[src/rtl/erx_pkg.sv]
package erx_pkg;
  typedef enum logic [1:0] {
    ST_IDLE = 2'd0,
    ST_XMIT = 2'd1,
    ST_HOLD = 2'd2,
    ST_DONE = 2'd3
  } erx_state_e;

  typedef enum logic [1:0] {
    XC_NONE = 2'd0,
    XC_ONE  = 2'd1,
    XC_TWO  = 2'd2,
    XC_RSVD = 2'd3
  } erx_class_e;
endpackage

[src/rtl/erx_down_ctr.sv]
module erx_down_ctr #(
  parameter int W = 8
) (
  input  logic         clk,
  input  logic         rst_n,
  input  logic         load_i,
  input  logic [W-1:0] load_val_i,
  input  logic         dec_i,
  output logic         zero_o
);
  logic [W-1:0] cnt_q, cnt_d;
  logic         cnt_en;

  always_comb begin
    cnt_en = load_i | (dec_i & (cnt_q != '0));
    if (load_i) cnt_d = load_val_i;
    else        cnt_d = cnt_q - W'(1);
  end

  always_ff @(posedge clk or negedge rst_n) begin
    if (!rst_n)      cnt_q <= '0;
    else if (cnt_en) cnt_q <= cnt_d;
  end

  assign zero_o = (cnt_q == '0);

  // Without a load the count only moves down (R4 timing base)
  assert_no_wrap_R4: assert property (@(posedge clk) disable iff (!rst_n)
    !$past(load_i) |-> (cnt_q <= $past(cnt_q)));
endmodule

[src/rtl/erx_rel_map.sv]
module erx_rel_map #(
  parameter int NODES = 5,
  parameter int IDW   = 3
) (
  input  logic [IDW-1:0] abs_i,
  input  logic [IDW-1:0] self_i,
  output logic [IDW-1:0] rel_o
);
  logic [IDW:0] sum;

  always_comb begin
    sum = {1'b0, abs_i} + (IDW+1)'(NODES) - {1'b0, self_i};
    if (sum >= (IDW+1)'(NODES)) rel_o = IDW'(sum - (IDW+1)'(NODES));
    else                        rel_o = IDW'(sum);
  end
endmodule

[src/rtl/erx_seq.sv]
module erx_seq
  import erx_pkg::*;
#(
  parameter int NODES = 5,
  parameter int BEATS = 4,
  parameter int DLY_W = 8
) (
  input  logic                             clk,
  input  logic                             rst_n,
  input  logic                             start_i,
  input  logic [$clog2(NODES+1)-1:0]       node_id_i,
  input  logic [1:0]                       xclass_i,
  input  logic [$clog2(NODES+1)-1:0]       src_id_i,
  input  logic [DLY_W-1:0]                 vote_dly_i,
  input  logic [NODES-1:0]                 chan_en_i,
  input  logic [NODES-1:0]                 fifo_empty_i,
  input  logic                             loop_i,
  output logic                             tx_valid_o,
  output logic [$clog2(NODES+1)-1:0]       tx_sel_o,
  output logic [NODES-1:0]                 fifo_rd_o,
  output logic [NODES-1:0]                 rx_wr_o,
  output logic                             vote_o,
  output logic                             err_o,
  output logic                             done_o
);
  localparam int ID_W = $clog2(NODES+1);
  localparam int PH_W = $clog2(NODES+3);
  localparam int BT_W = $clog2(BEATS+1);
  localparam logic [ID_W-1:0] OWN_SEL = ID_W'(NODES);
  localparam logic [PH_W-1:0] PH_MSG1 = PH_W'(NODES+1);
  localparam logic [PH_W-1:0] PH_MSG2 = PH_W'(NODES+2);

  erx_state_e        state_q, state_d;
  logic [PH_W-1:0]   phase_q, phase_d;
  logic [ID_W-1:0]   id_q, src_q;
  erx_class_e        cls_q;
  logic [DLY_W-1:0]  dly_q;
  logic              cap_en, ph_en;

  logic              beat_zero, dly_zero;
  logic              enter_phase;
  logic [DLY_W-1:0]  dly_load;
  logic [PH_W-1:0]   last_ph;
  logic              ph_refl, ph_r1, ph_r2, sending, bad, hold_exp;
  logic [ID_W-1:0]   abs_sel, rel_ch;

  // phase decode
  always_comb begin
    case (cls_q)
      XC_ONE:  last_ph = PH_MSG1;
      XC_TWO:  last_ph = PH_MSG2;
      default: last_ph = PH_W'(NODES);
    endcase
    ph_refl  = (phase_q >= PH_W'(1)) && (phase_q <= PH_W'(NODES));
    ph_r1    = (phase_q == PH_MSG1) && (cls_q == XC_TWO);
    ph_r2    = (phase_q == PH_MSG2);
    sending  = !(ph_r1 && (id_q != src_q));
    abs_sel  = ph_r2 ? src_q : ID_W'(phase_q - PH_W'(1));
    bad      = |(chan_en_i & fifo_empty_i);
    hold_exp = (state_q == ST_HOLD) && dly_zero;
  end

  erx_rel_map #(.NODES(NODES), .IDW(ID_W)) u_map (
    .abs_i  (abs_sel),
    .self_i (id_q),
    .rel_o  (rel_ch)
  );

  // next state
  always_comb begin
    state_d     = state_q;
    phase_d     = phase_q;
    enter_phase = 1'b0;
    case (state_q)
      ST_IDLE: if (start_i) begin
        state_d     = ST_XMIT;
        phase_d     = '0;
        enter_phase = 1'b1;
      end
      ST_XMIT: if (beat_zero) state_d = ST_HOLD;
      ST_HOLD: if (dly_zero) begin
        if (bad)                       state_d = ST_IDLE;
        else if (phase_q == last_ph)   state_d = ST_DONE;
        else begin
          state_d     = ST_XMIT;
          phase_d     = phase_q + PH_W'(1);
          enter_phase = 1'b1;
        end
      end
      default: state_d = ST_IDLE;
    endcase
  end

  assign cap_en   = (state_q == ST_IDLE) && start_i;
  assign ph_en    = enter_phase;
  assign dly_load = (state_q == ST_IDLE) ? vote_dly_i : dly_q;

  always_ff @(posedge clk or negedge rst_n) begin
    if (!rst_n) state_q <= ST_IDLE;
    else        state_q <= state_d;
  end

  always_ff @(posedge clk or negedge rst_n) begin
    if (!rst_n)     phase_q <= '0;
    else if (ph_en) phase_q <= phase_d;
  end

  always_ff @(posedge clk or negedge rst_n) begin
    if (!rst_n) begin
      id_q  <= '0;
      src_q <= '0;
      cls_q <= XC_NONE;
      dly_q <= '0;
    end else if (cap_en) begin
      id_q  <= node_id_i;
      src_q <= src_id_i;
      cls_q <= erx_class_e'(xclass_i);
      dly_q <= vote_dly_i;
    end
  end

  erx_down_ctr #(.W(BT_W)) u_beat (
    .clk        (clk),
    .rst_n      (rst_n),
    .load_i     (enter_phase),
    .load_val_i (BT_W'(BEATS-1)),
    .dec_i      (state_q == ST_XMIT),
    .zero_o     (beat_zero)
  );

  erx_down_ctr #(.W(DLY_W)) u_dly (
    .clk        (clk),
    .rst_n      (rst_n),
    .load_i     (enter_phase),
    .load_val_i (dly_load),
    .dec_i      (1'b1),
    .zero_o     (dly_zero)
  );

  // outputs
  always_comb begin
    tx_valid_o = (state_q == ST_XMIT) && sending;
    tx_sel_o   = '0;
    fifo_rd_o  = '0;
    rx_wr_o    = '0;
    if (tx_valid_o) begin
      rx_wr_o = {{(NODES-1){loop_i}}, 1'b1};
      if (ph_refl || ph_r2) begin
        tx_sel_o  = rel_ch;
        fifo_rd_o = NODES'(1) << rel_ch;
      end else begin
        tx_sel_o  = OWN_SEL;
      end
    end
    vote_o = hold_exp && !bad;
    err_o  = hold_exp && bad;
    done_o = (state_q == ST_DONE);
  end

  assert_rd_onehot_R3: assert property (@(posedge clk) disable iff (!rst_n)
    $onehot0(fifo_rd_o));
  assert_rd_needs_tx_R3: assert property (@(posedge clk) disable iff (!rst_n)
    (|fifo_rd_o) |-> (tx_valid_o && (tx_sel_o < OWN_SEL)));
  assert_vote_err_excl_R5: assert property (@(posedge clk) disable iff (!rst_n)
    !(vote_o && err_o));
  assert_err_to_idle_R5: assert property (@(posedge clk) disable iff (!rst_n)
    err_o |=> (!tx_valid_o && !done_o && !vote_o));
  assert_done_after_vote_R9: assert property (@(posedge clk) disable iff (!rst_n)
    done_o |-> $past(vote_o));
  assert_done_single_R9: assert property (@(posedge clk) disable iff (!rst_n)
    done_o |=> !done_o);
  assert_ch0_wr_R10: assert property (@(posedge clk) disable iff (!rst_n)
    tx_valid_o |-> rx_wr_o[0]);
endmodule

[config.mk]
export PLATFORM = sky130hd
export DESIGN_NAME = erx_seq
export DESIGN_NICKNAME = d
export VERILOG_FILES = /design/src/rtl/erx_pkg.sv /design/src/rtl/erx_down_ctr.sv /design/src/rtl/erx_rel_map.sv /design/src/rtl/erx_seq.sv
export SDC_FILE = /design/constraint.sdc
export NUM_CORES = 1
export LEC_CHECK = 0
export BUFFER_PORTS_ARGS = -buffer_cell sky130_fd_sc_hd__buf_4
export CORE_MARGIN = 5
export CORE_UTILIZATION = 55
export CTS_CLUSTER_SIZE = 20
export DETAILED_ROUTE_END_ITERATION = 12
export PLACE_DENSITY_LB_ADDON = 0.25
export REMOVE_ABC_BUFFERS = 1
export SYNTH_ARGS = -nofsm -noshare
export SYNTH_HDL_FRONTEND = slang
export SYNTH_SLANG_ARGS = --single-unit
[constraint.sdc]
create_clock -name clk -period 8.5 [get_ports clk]
set_input_delay 1.275 -clock clk [delete_from_list [all_inputs] [get_ports clk]]
set_output_delay 1.275 -clock clk [all_outputs]
set_load 0.02 [all_outputs]
---- Yosys cells after proc, flatten, opt, wreduce, memory -nomap -nowiden ----
Index checks and enable logic that the tools add are counted.
operators by class
  add/sub/neg operators ................... 7
  order comparisons ....................... 3
  eq/ne operators ......................... 14
  shifts and indexed selects .............. 1
  multiplexer cells ....................... 27
  bitwise logic cells ..................... 4
  reduce and logical (&&, ||, !) cells .... 20
operator list
  kind                                                                    count
  3-bit 2-to-1 mux                                                        9
  8-bit 2-to-1 mux                                                        2
  5-bit 2-to-1 mux                                                        3
  2-bit 2-to-1 mux                                                        5
  2-bit inequality test (second input constant)                           5
  1-bit logical AND                                                       8
  8-bit logical NOT                                                       1
  8-bit nonzero test                                                      1
  8-bit by 1-bit subtractor with 8-bit output (second input constant)     1
  2-bit == test (second input constant)                                   3
  3-bit == test (second input constant)                                   2
  2-bit case mux with 3 select lines                                      1
  3-bit case mux with 2 select lines                                      1
  6-bit AND reduction                                                     1
  3-bit by 1-bit subtractor with 3-bit output (second input constant)     2
  5-bit AND                                                               1
  5-bit OR reduction                                                      1
  1-bit by 3-bit << shifter with 5-bit output (first input constant)      1
  3-bit by 3-bit adder with 4-bit output (second input constant)          1
  2-bit by 1-bit == test with 1-bit output (second input constant)        2
  4-bit by 3-bit >= comparator with 1-bit output (second input constant)  1
  1-bit 2-to-1 mux                                                        4
  2-bit case mux with 2 select lines                                      1
  4-bit by 3-bit subtractor with 4-bit output                             1
  other kinds (16)                                                        18
word-level totals
  bits in registers ....................... 32
  input bits .............................. 30
  output and inout bits ................... 17

---- Logic depth before layout (Yosys ltp) ----
Gate-level depths: netlist of run 1.
  word-level depth ........................ 9
  depth in mapped cells ................... 14
  depth with buffers taken out ............ 13

---- By module ----
A second synthesis of run 1 with hierarchy kept.
second synthesis, totals
  cell total of the unflattened synthesis .. 230
  area total of the unflattened synthesis .. 2306.0 sq um
modules (own cells, without submodules)
  module                  times used  cells each  area each (sq um)  sequential area each (sq um)
  erx_seq                 1           129         1387.6             525.5
  erx_down_ctr at u_dly   1           58          528.0              200.2
  erx_down_ctr at u_beat  1           19          207.7              75.1
  erx_rel_map             1           24          182.7              0.0

---- Worst setup path after synthesis of run 1 ----
OpenSTA, ideal clock, no wires.
  path kind ............................... reg-to-output
  start ................................... register phase_q[0]
  end ..................................... output tx_sel_o[1]
  arrival time ............................ 3.483 ns
  required time ........................... 7.225 ns
  slack ................................... 3.742 ns
  cell stages (with the launch flop) ...... 13
  path buffers ............................ 1
  cells stage by stage .................... dfrtp_1 ha_1 ha_1 clkbuf_1 nor2_1 a21oi_1 ha_1 inv_1 ha_1 fa_1 xor2_1 a21o_1 a2111oi_0
on the way
  cells in the longest elaborated chain, start to end .. 8
  elaborated cells on any way between the ends .. 19
  those cells by class .................... add/sub: 4; order compare: 3; eq/ne: 2; mux: 4; reduce/logical: 6
RTL lines
  element                                                                                    RTL line                      text
  from (decl)                                                                                erx_seq.sv:34                 logic [PH_W-1:0] phase_q, phase_d;
  from (signal assigned)                                                                     erx_seq.sv:105                else if (ph_en) phase_q <= phase_d;
  3-bit by 1-bit subtractor with 3-bit output / 3-bit == test (equally long branches)        erx_seq.sv:58, erx_seq.sv:56
  3-bit 2-to-1 mux                                                                           erx_seq.sv:58                 abs_sel = ph_r2 ? src_q : ID_W'(phase_q - PH_W'(1));
  3-bit by 3-bit adder with 4-bit output                                                     erx_rel_map.sv:12             sum = {1'b0, abs_i} + (IDW+1)'(NODES) - {1'b0, self_i};
  4-bit by 3-bit subtractor with 4-bit output                                                erx_rel_map.sv:12
  4-bit by 3-bit >= comparator with 1-bit output / 3-bit subtractor (equally long branches)  erx_rel_map.sv:13             if (sum >= (IDW+1)'(NODES)) rel_o = IDW'(sum - (IDW+1)'(NODES));
  3-bit 2-to-1 mux                                                                           erx_rel_map.sv:13
  3-bit 2-to-1 mux                                                                           erx_seq.sv:148                if (ph_refl || ph_r2) begin
  3-bit 2-to-1 mux (*)                                                                       erx_seq.sv:146                if (tx_valid_o) begin
  to (decl)                                                                                  erx_seq.sv:19                 output logic [$clog2(NODES+1)-1:0] tx_sel_o,
Mark *: on every way between the ends. The rest lies on a longest branch, timed or not.

---- Worst setup path after layout of run 1 ----
  start ................................... register phase_q[0]
  end ..................................... output fifo_rd_o[4]
on the way
  cells in the longest elaborated chain, start to end .. 9
  elaborated cells on any way between the ends .. 20
  those cells by class .................... add/sub: 4; order compare: 3; eq/ne: 2; shift: 1; mux: 4; reduce/logical: 6
RTL lines
  element                                                                                    RTL line                      text
  3-bit by 1-bit subtractor with 3-bit output / 3-bit == test (equally long branches)        erx_seq.sv:58, erx_seq.sv:56
  3-bit 2-to-1 mux                                                                           erx_seq.sv:58
  3-bit by 3-bit adder with 4-bit output                                                     erx_rel_map.sv:12
  4-bit by 3-bit subtractor with 4-bit output                                                erx_rel_map.sv:12
  4-bit by 3-bit >= comparator with 1-bit output / 3-bit subtractor (equally long branches)  erx_rel_map.sv:13
  3-bit 2-to-1 mux                                                                           erx_rel_map.sv:13
  1-bit by 3-bit << shifter with 5-bit output                                                erx_seq.sv:150                fifo_rd_o = NODES'(1) << rel_ch;
  5-bit 2-to-1 mux                                                                           erx_seq.sv:148
  5-bit 2-to-1 mux (*)                                                                       erx_seq.sv:146
  to (decl)                                                                                  erx_seq.sv:20                 output logic [NODES-1:0] fifo_rd_o,
Marked as above.

==> results.md, run 1 <==
- Status: completed
- Full die area: 5410 um2
- Via density per instance: 5.47
- PostCTS Resize Cnt: 0
- Peak Freq: 207 MHz
- Top cell type's share of synthesized area: 36.1%
- Worst Setup Slack, final: 3.67 ns
- Most frequent cells after synthesis: 32 x dfrtp_1, 21 x mux2i_1, 17 x inv_1, 16 x ha_1, 16 x nand2_1
- Number of synthesized register bits: 32
- Total track usage: 17.5%
- Number of global-route vias before repair: 1,722
- DRT iter0 DRCs: 74
- Pre-CTS setup slack: 4.03 ns
- Clk pin slew, worst setup/hold paths: 0.07 ns
- Setup TNS: 0 ns
- Top_reg_cell synth: dfrtp_1
- Residual DRC: 0
- Skew-Pair Late Insertion Delay: 0.28 ns
- CTS Hold Bufs: 0
- Starting density of the core: 56.3%
- Drt pass-1 iters: 5
- RSZ-0062 raised after global routing: no
- Min-delay worst type: register to register
- Syn Inst Count: 219
- First-pass GRT wire length: 7440 um
- Seq/Total Area, Yosys: 36.1%
- Die Ht: 73.5 um
- Setup Viol. Count Final: 0
- DR top layer: met4
- Inst Count DP: 304
- Via count: 1,708
- Fill cells: 325
- Synth top area cells: dfrtp_1 36%, mux2i_1 9.5%, ha_1 9.0%, mux2_2 7.6%, xnor2_1 3.6%
- Period utilization: 56.9%
- Maximum vdd ir drop: 173 uV
- Global route overflow: 0
- Worst setup SP type: register
- Average wire per standard cell: 13.9 um
- P_leak: 1.28 nW
- Number of synthesized flops with an enable pin: 0
- Asr flop ratio synth: 100%
- # diodes: 0
- CP required: 7.22 ns
- Post CTS Setup Buffer Count: 0
- Root Driver: clkbuf_8
- CTS Sinks: 32
- Most frequent cell after synthesis: dfrtp_1
- Nets: 308
- Layout area overhead: 19.5%
- Core region area: 3940 um2
- Final Non-Filler Cells: 312
- Num CTS Buffers: 5
- Relative slew slack: 28.4%
- Metal2 WL: 2090 um
- Yosys top cell by area: dfrtp_1
- Ports: 47
- Layout Skew: 0.00729 ns
- Post-DP HPWL: 3360 um
- Max-slew violations: 0
- Post-synth cell types: 45
- Detailed Route WL: 4350 um
- RePlAce Congestion: 0.896
- Number of max-cap violations: 0
- Initial antenna violation count: 0
- Critical path type: register to output pin
- Wire length on met3: 266 um
- Synth warn: 0
- Synth Cell Area: 2220 um2
- CP max FO: 8
- Slew @ Worst Pin: 1.07 ns
- Port Buffer Count: 46
- CTS Buffer Depth: 2
- Cell Rows: 23
- Metal-1 WL: 1900 um
- H-tree Lvls: 2
- Minimum clock period: 4.83 ns
- Largest net degree at the start of global routing: 33
- Crit path DAT: 3.56 ns
- Layout cell share with drive strength beyond 1: 29.0%
- Syn_area_per_cell: 10.1 um2
- Antenna Violating Nets Remaining: 0
- DIE WIDTH: 73.5 um
- Hold Fails Final Rpt: 0
- Pwr dens: 386 nW/um2
- Crit end category: output pin
- CTS tree: yes
==> final timing paths <==
check,startpoint,cells after the start,end,slack [ns]
setup reg to reg,u_dly.cnt_q[0],6,phase_q[0],5.72
setup / recovery,phase_q[0],14,fifo_rd_o[4],3.67
hold reg to reg,u_beat.cnt_q[1],1,u_beat.cnt_q[1],0.50
min in group asynchronous,rst_n,1,u_dly.cnt_q[7],0.92
max in group asynchronous,rst_n,1,u_dly.cnt_q[2],7.29
hold / removal,u_beat.cnt_q[1],1,u_beat.cnt_q[1],0.50
==> cells in the final DEF, fill, tap and decap left out, types with 6 or more instances in the layout <==
master	count
ha_1	16
clkbuf_8	6
inv_1	17
a21oi_1	9
nor2_1	11
dfrtp_1	32
nand2_1	16
mux2i_1	21
xnor2_1	9
buf_4	46
mux2_2	15
==> layout make-up <==
type                       count  area, um2  area share (%)
timing repair buffer          46        345            13.0
clock inverter                 2       10.0           0.377
tap                           50       62.6            2.36
clock buffer                   6       82.6            3.11
inverter                      17       63.8            2.41
multi-input combinational    159       1290            48.5
sequential                    32        801            30.2
==> worst max-delay path, stage by stage, from the launching register on <==
cell and delay, ns:
dfrtp_1 0.46, ha_1 0.24, ha_1 0.26, nor2_1 0.12, a21oi_1 0.06, ha_1 0.28
inv_1 0.04, ha_1 0.35, inv_1 0.09, ha_1 0.20, nand2b_1 0.19, a2111oi_0 0.49
a31oi_1 0.11, nor4_1 0.21, buf_4 0.19
==> cells by family (layout without fill, tap and decap cells) <==
kind of cell,after synthesis,in the layout,share of synthesized area (%)
compound gates,33,33,11.0
simple gates,61,61,15.2
mux,36,36,17.1
buf+inv,28,71,5.92
fa+ha+maj,17,17,9.92
flops,32,32,36.1
xor+xnor,12,12,4.74
==> registers in the layout, indices dropped and copies added, names as in the netlist <==
signal,flops
dly_q,8
u_dly.cnt_q,8
id_q,3
phase_q,3
src_q,3
u_beat.cnt_q,3
cls_q,2
state_q,2
==> routing by layer <==
layer  vias to the layer above  track usage, %
li1                        847               -
met3                         9            3.83
met2                        42            29.4
met5                         -               0
met1                       810            21.3
met4                         0            7.44
==> power by group <==
group	leakage [nW]	internal (W)	total (W)	switching, W
registers	0.387	0.000225	0.000296	0.0000716
logic	0.842	0.000283	0.000605	0.000322
clock network	0.0510	0.0000646	0.000121	0.0000567
==> through the flow <==
stage | area (um2) | utilization (%) | hold WS [ns] | power, W
floorplan | 2150 | - | 0.459 | 0.000755
global placement | 2560 | 64.9 | 0.469 | 0.000885
detailed placement | 2560 | 64.9 | 0.485 | 0.000905
CTS | 2650 | 67.3 | 0.501 | 0.00103
global route | 2650 | 67.3 | 0.525 | 0.00113
finish | 2650 | 67.3 | 0.497 | 0.00102
Power figures use the tool's default switching activity.
==> run 2, diff against run 1 <==
--- a/config.mk
+++ b/config.mk
@@ -5,9 +5,10 @@
 export SDC_FILE = /design/constraint.sdc
 export NUM_CORES = 1
 export LEC_CHECK = 0
+export ABC_AREA = 1
 export BUFFER_PORTS_ARGS = -buffer_cell sky130_fd_sc_hd__buf_4
 export CORE_MARGIN = 5
-export CORE_UTILIZATION = 55
+export CORE_UTILIZATION = 50
 export CTS_CLUSTER_SIZE = 20
 export DETAILED_ROUTE_END_ITERATION = 12
 export PLACE_DENSITY_LB_ADDON = 0.25
==> constraint.sdc (replaced) <==
create_clock -name clk -period 4.38 [get_ports clk]
set_input_delay 0.657 -clock clk [delete_from_list [all_inputs] [get_ports clk]]
set_output_delay 0.657 -clock clk [all_outputs]
set_load 0.02 [all_outputs]
==> results.md, run 2 <==
- Status: completed
- CTS Hold Bufs: 0
- CTS tree: yes
- Number of global-route vias before repair: 1,946
- CTS Buffer Depth: 2
- PostCTS Resize Cnt: 0
- DRT iter0 DRCs: 89
- Min-delay worst type: input port to asynchronous set/reset pin
- Seq/Total Area, Yosys: 34.0%
- Root Driver: clkbuf_8
- Reg2reg path depth: 5
- Minimum clock period: 4.04 ns
- Largest net degree at the start of global routing: 33
- CP max FO: 7
- Post CTS Setup Buffer Count: 0
- Pwr Total: 0.000563 W
- Number of synthesized flops with an enable pin: 0
- Peak Freq: 248 MHz
- Fill cells: 426
- Num CTS Buffers: 5
- Number of synthesized register bits: 32
- # diodes: 0
- Most common cell after layout, fill and taps aside: nand2_1
- Pwr dens: 201 nW/um2
- Number of max-cap violations: 0
- RSZ-0062 raised after global routing: no
- Via count: 2,026
- Skew-Pair Late Insertion Delay: 0.28 ns
- CTS Sinks: 32
- Worst setup SP type: register
- RePlAce Congestion: 0.816
- Layout area overhead: 19.0%
- Full die area: 6180 um2
- Crit end category: output pin
- Yosys top cell by area: dfrtp_1
- Via density per instance: 4.82
- Post-synth cell types: 30
- Syn_area_per_cell: 7.33 um2
- Synth Cell Area: 2350 um2
- P_leak: 1.51 nW
- Most frequent cell after synthesis: nand2_1
- Setup Viol. Count Final: 0
- CP required: 3.72 ns
- Post-DP HPWL: 3770 um
- Clk pin slew, worst setup/hold paths: 0.07 ns
- Die Ht: 78.6 um
- Top_reg_cell synth: dfrtp_1
- Average wire per standard cell: 11.4 um
- Initial antenna violation count: 0
- Detailed Route WL: 4780 um
- Commonest cells after routing, fill and taps aside: 77 x nand2_1, 49 x inv_1, 47 x buf_4, 41 x nor2_1, 32 x dfrtp_1
- Drt pass-1 iters: 4
- Relative slew slack: 61.0%
- Antenna Violating Nets Remaining: 0
- Syn Inst Count: 321
- Starting density of the core: 50.8%
- Maximum vdd ir drop: 146 uV
- Top cell type's share of synthesized area: 34.0%
- Layout cell share with drive strength beyond 1: 20.2%
- First-pass GRT wire length: 8260 um
- Total track usage: 16.5%
- Most frequent cells after synthesis: 77 x nand2_1, 49 x inv_1, 41 x nor2_1, 32 x dfrtp_1, 18 x nand3_1
- FF-to-FF setup slack: 2.11 ns
- Core region area: 4630 um2
- Critical path type: register to output pin
- Slew @ Worst Pin: 0.585 ns
- Period utilization: 92.2%
- Synth top area cells: dfrtp_1 34%, nand2_1 12%, ha_1 8.5%, inv_1 7.8%, nor2_1 6.5%
- Layout Skew: 0.00341 ns
- Synth warn: 0
- H-tree Lvls: 2
- Biggest regs: dly_q: 8 flops, u_dly.cnt_q: 8 flops
- Setup TNS: 0 ns
- Port Buffer Count: 46
- DIE WIDTH: 78.6 um
- Global route overflow: 0
- Residual DRC: 0
- Cell Rows: 25
- Hold Fails Final Rpt: 0
- Asr flop ratio synth: 100%
- Nets: 412
- Crit path DAT: 3.38 ns
- Max-slew violations: 0
- Ports: 47
[run 2: cell count changes after synthesis, moves of 5 or more]
cell      change
a211oi_1      -5
nor3_1        -5
inv_1        +32
mux2_1       +10
o21ai_1       +6
o21ai_0       +7
nand2_1      +61
o21ai_2       +5
nand4_1       +9
mux2i_1      -21
mux2_2       -14
nand3_1      +13
nor2_1       +30
[run 2: per-layer routing]
metal  global-route usage, %  wire length (um)  vias up
met4                    4.90                45        0
li1                        -                 -     1088
met2                    28.4              2280       33
met3                    3.78               207        4
met1                    20.5              2250      901
met5                       0                 0        -
[run 2: metrics by stage]
stage / std cells / instance area (um2) / setup slack [ns] / utilization (%) / hold slack [ns]
floorplan: 311 / 2290 / 0.839 / - / 0.361
global placement: 412 / 2710 / 0.780 / 58.5 / 0.465
detailed placement: 412 / 2710 / 0.657 / 58.5 / 0.475
CTS: 420 / 2800 / 0.337 / 60.5 / 0.322
global route: 420 / 2800 / 0.0882 / 60.5 / 0.340
finish: 420 / 2800 / 0.343 / 60.5 / 0.309
[run 2: path summary, 6_finish.rpt]
check                                  end        from
max in group asynchronous   u_dly.cnt_q[7]       rst_n
setup reg to reg           u_beat.cnt_q[2]  state_q[1]
min in group clk                  dly_q[6]    dly_q[6]
setup / recovery              fifo_rd_o[0]  phase_q[0]
hold / removal             u_beat.cnt_q[1]       rst_n
hold reg to reg                   dly_q[6]    dly_q[6]
[run 2: cell type report]
class                      instances  area [um2]  share of cell area [%]
sequential                        32         801                    28.6
clock buffer                       6        82.6                    2.95
clock inverter                     2        10.0                   0.357
inverter                          53         199                    7.10
tap                               54        67.6                    2.41
timing repair buffer              47         353                    12.6
multi-input combinational        226        1290                    46.0
[run 2: logic make-up after synthesis]
group | Yosys count | synth area share, %
AOI/OAI and AO/OA | 34 | 8.03
xor gates and xnor gates | 7 | 2.61
adders and majority gates | 17 | 9.36
buffers and inverters | 63 | 11.2
DFF | 32 | 34.0
muxes | 11 | 5.27
and+or+nand+nor | 157 | 29.5
[run 2: power breakdown]
part	internal, W	switching, W
clock network	0.000125	0.000109
logic	0.0000190	0.0000150
registers	0.000295	0
total	0.000440	0.000124
[run 2: critical path: stages (launching register included)]
cell and delay (ns):
dfrtp_1 0.45, ha_1 0.23, ha_1 0.20, inv_1 0.12, o21ai_0 0.10, ha_1 0.28
inv_1 0.04, ha_1 0.20, fa_1 0.42, xnor2_1 0.27, nand2_1 0.18, o21ai_1 0.27
nand3_1 0.10, nor2_1 0.11, buf_4 0.15
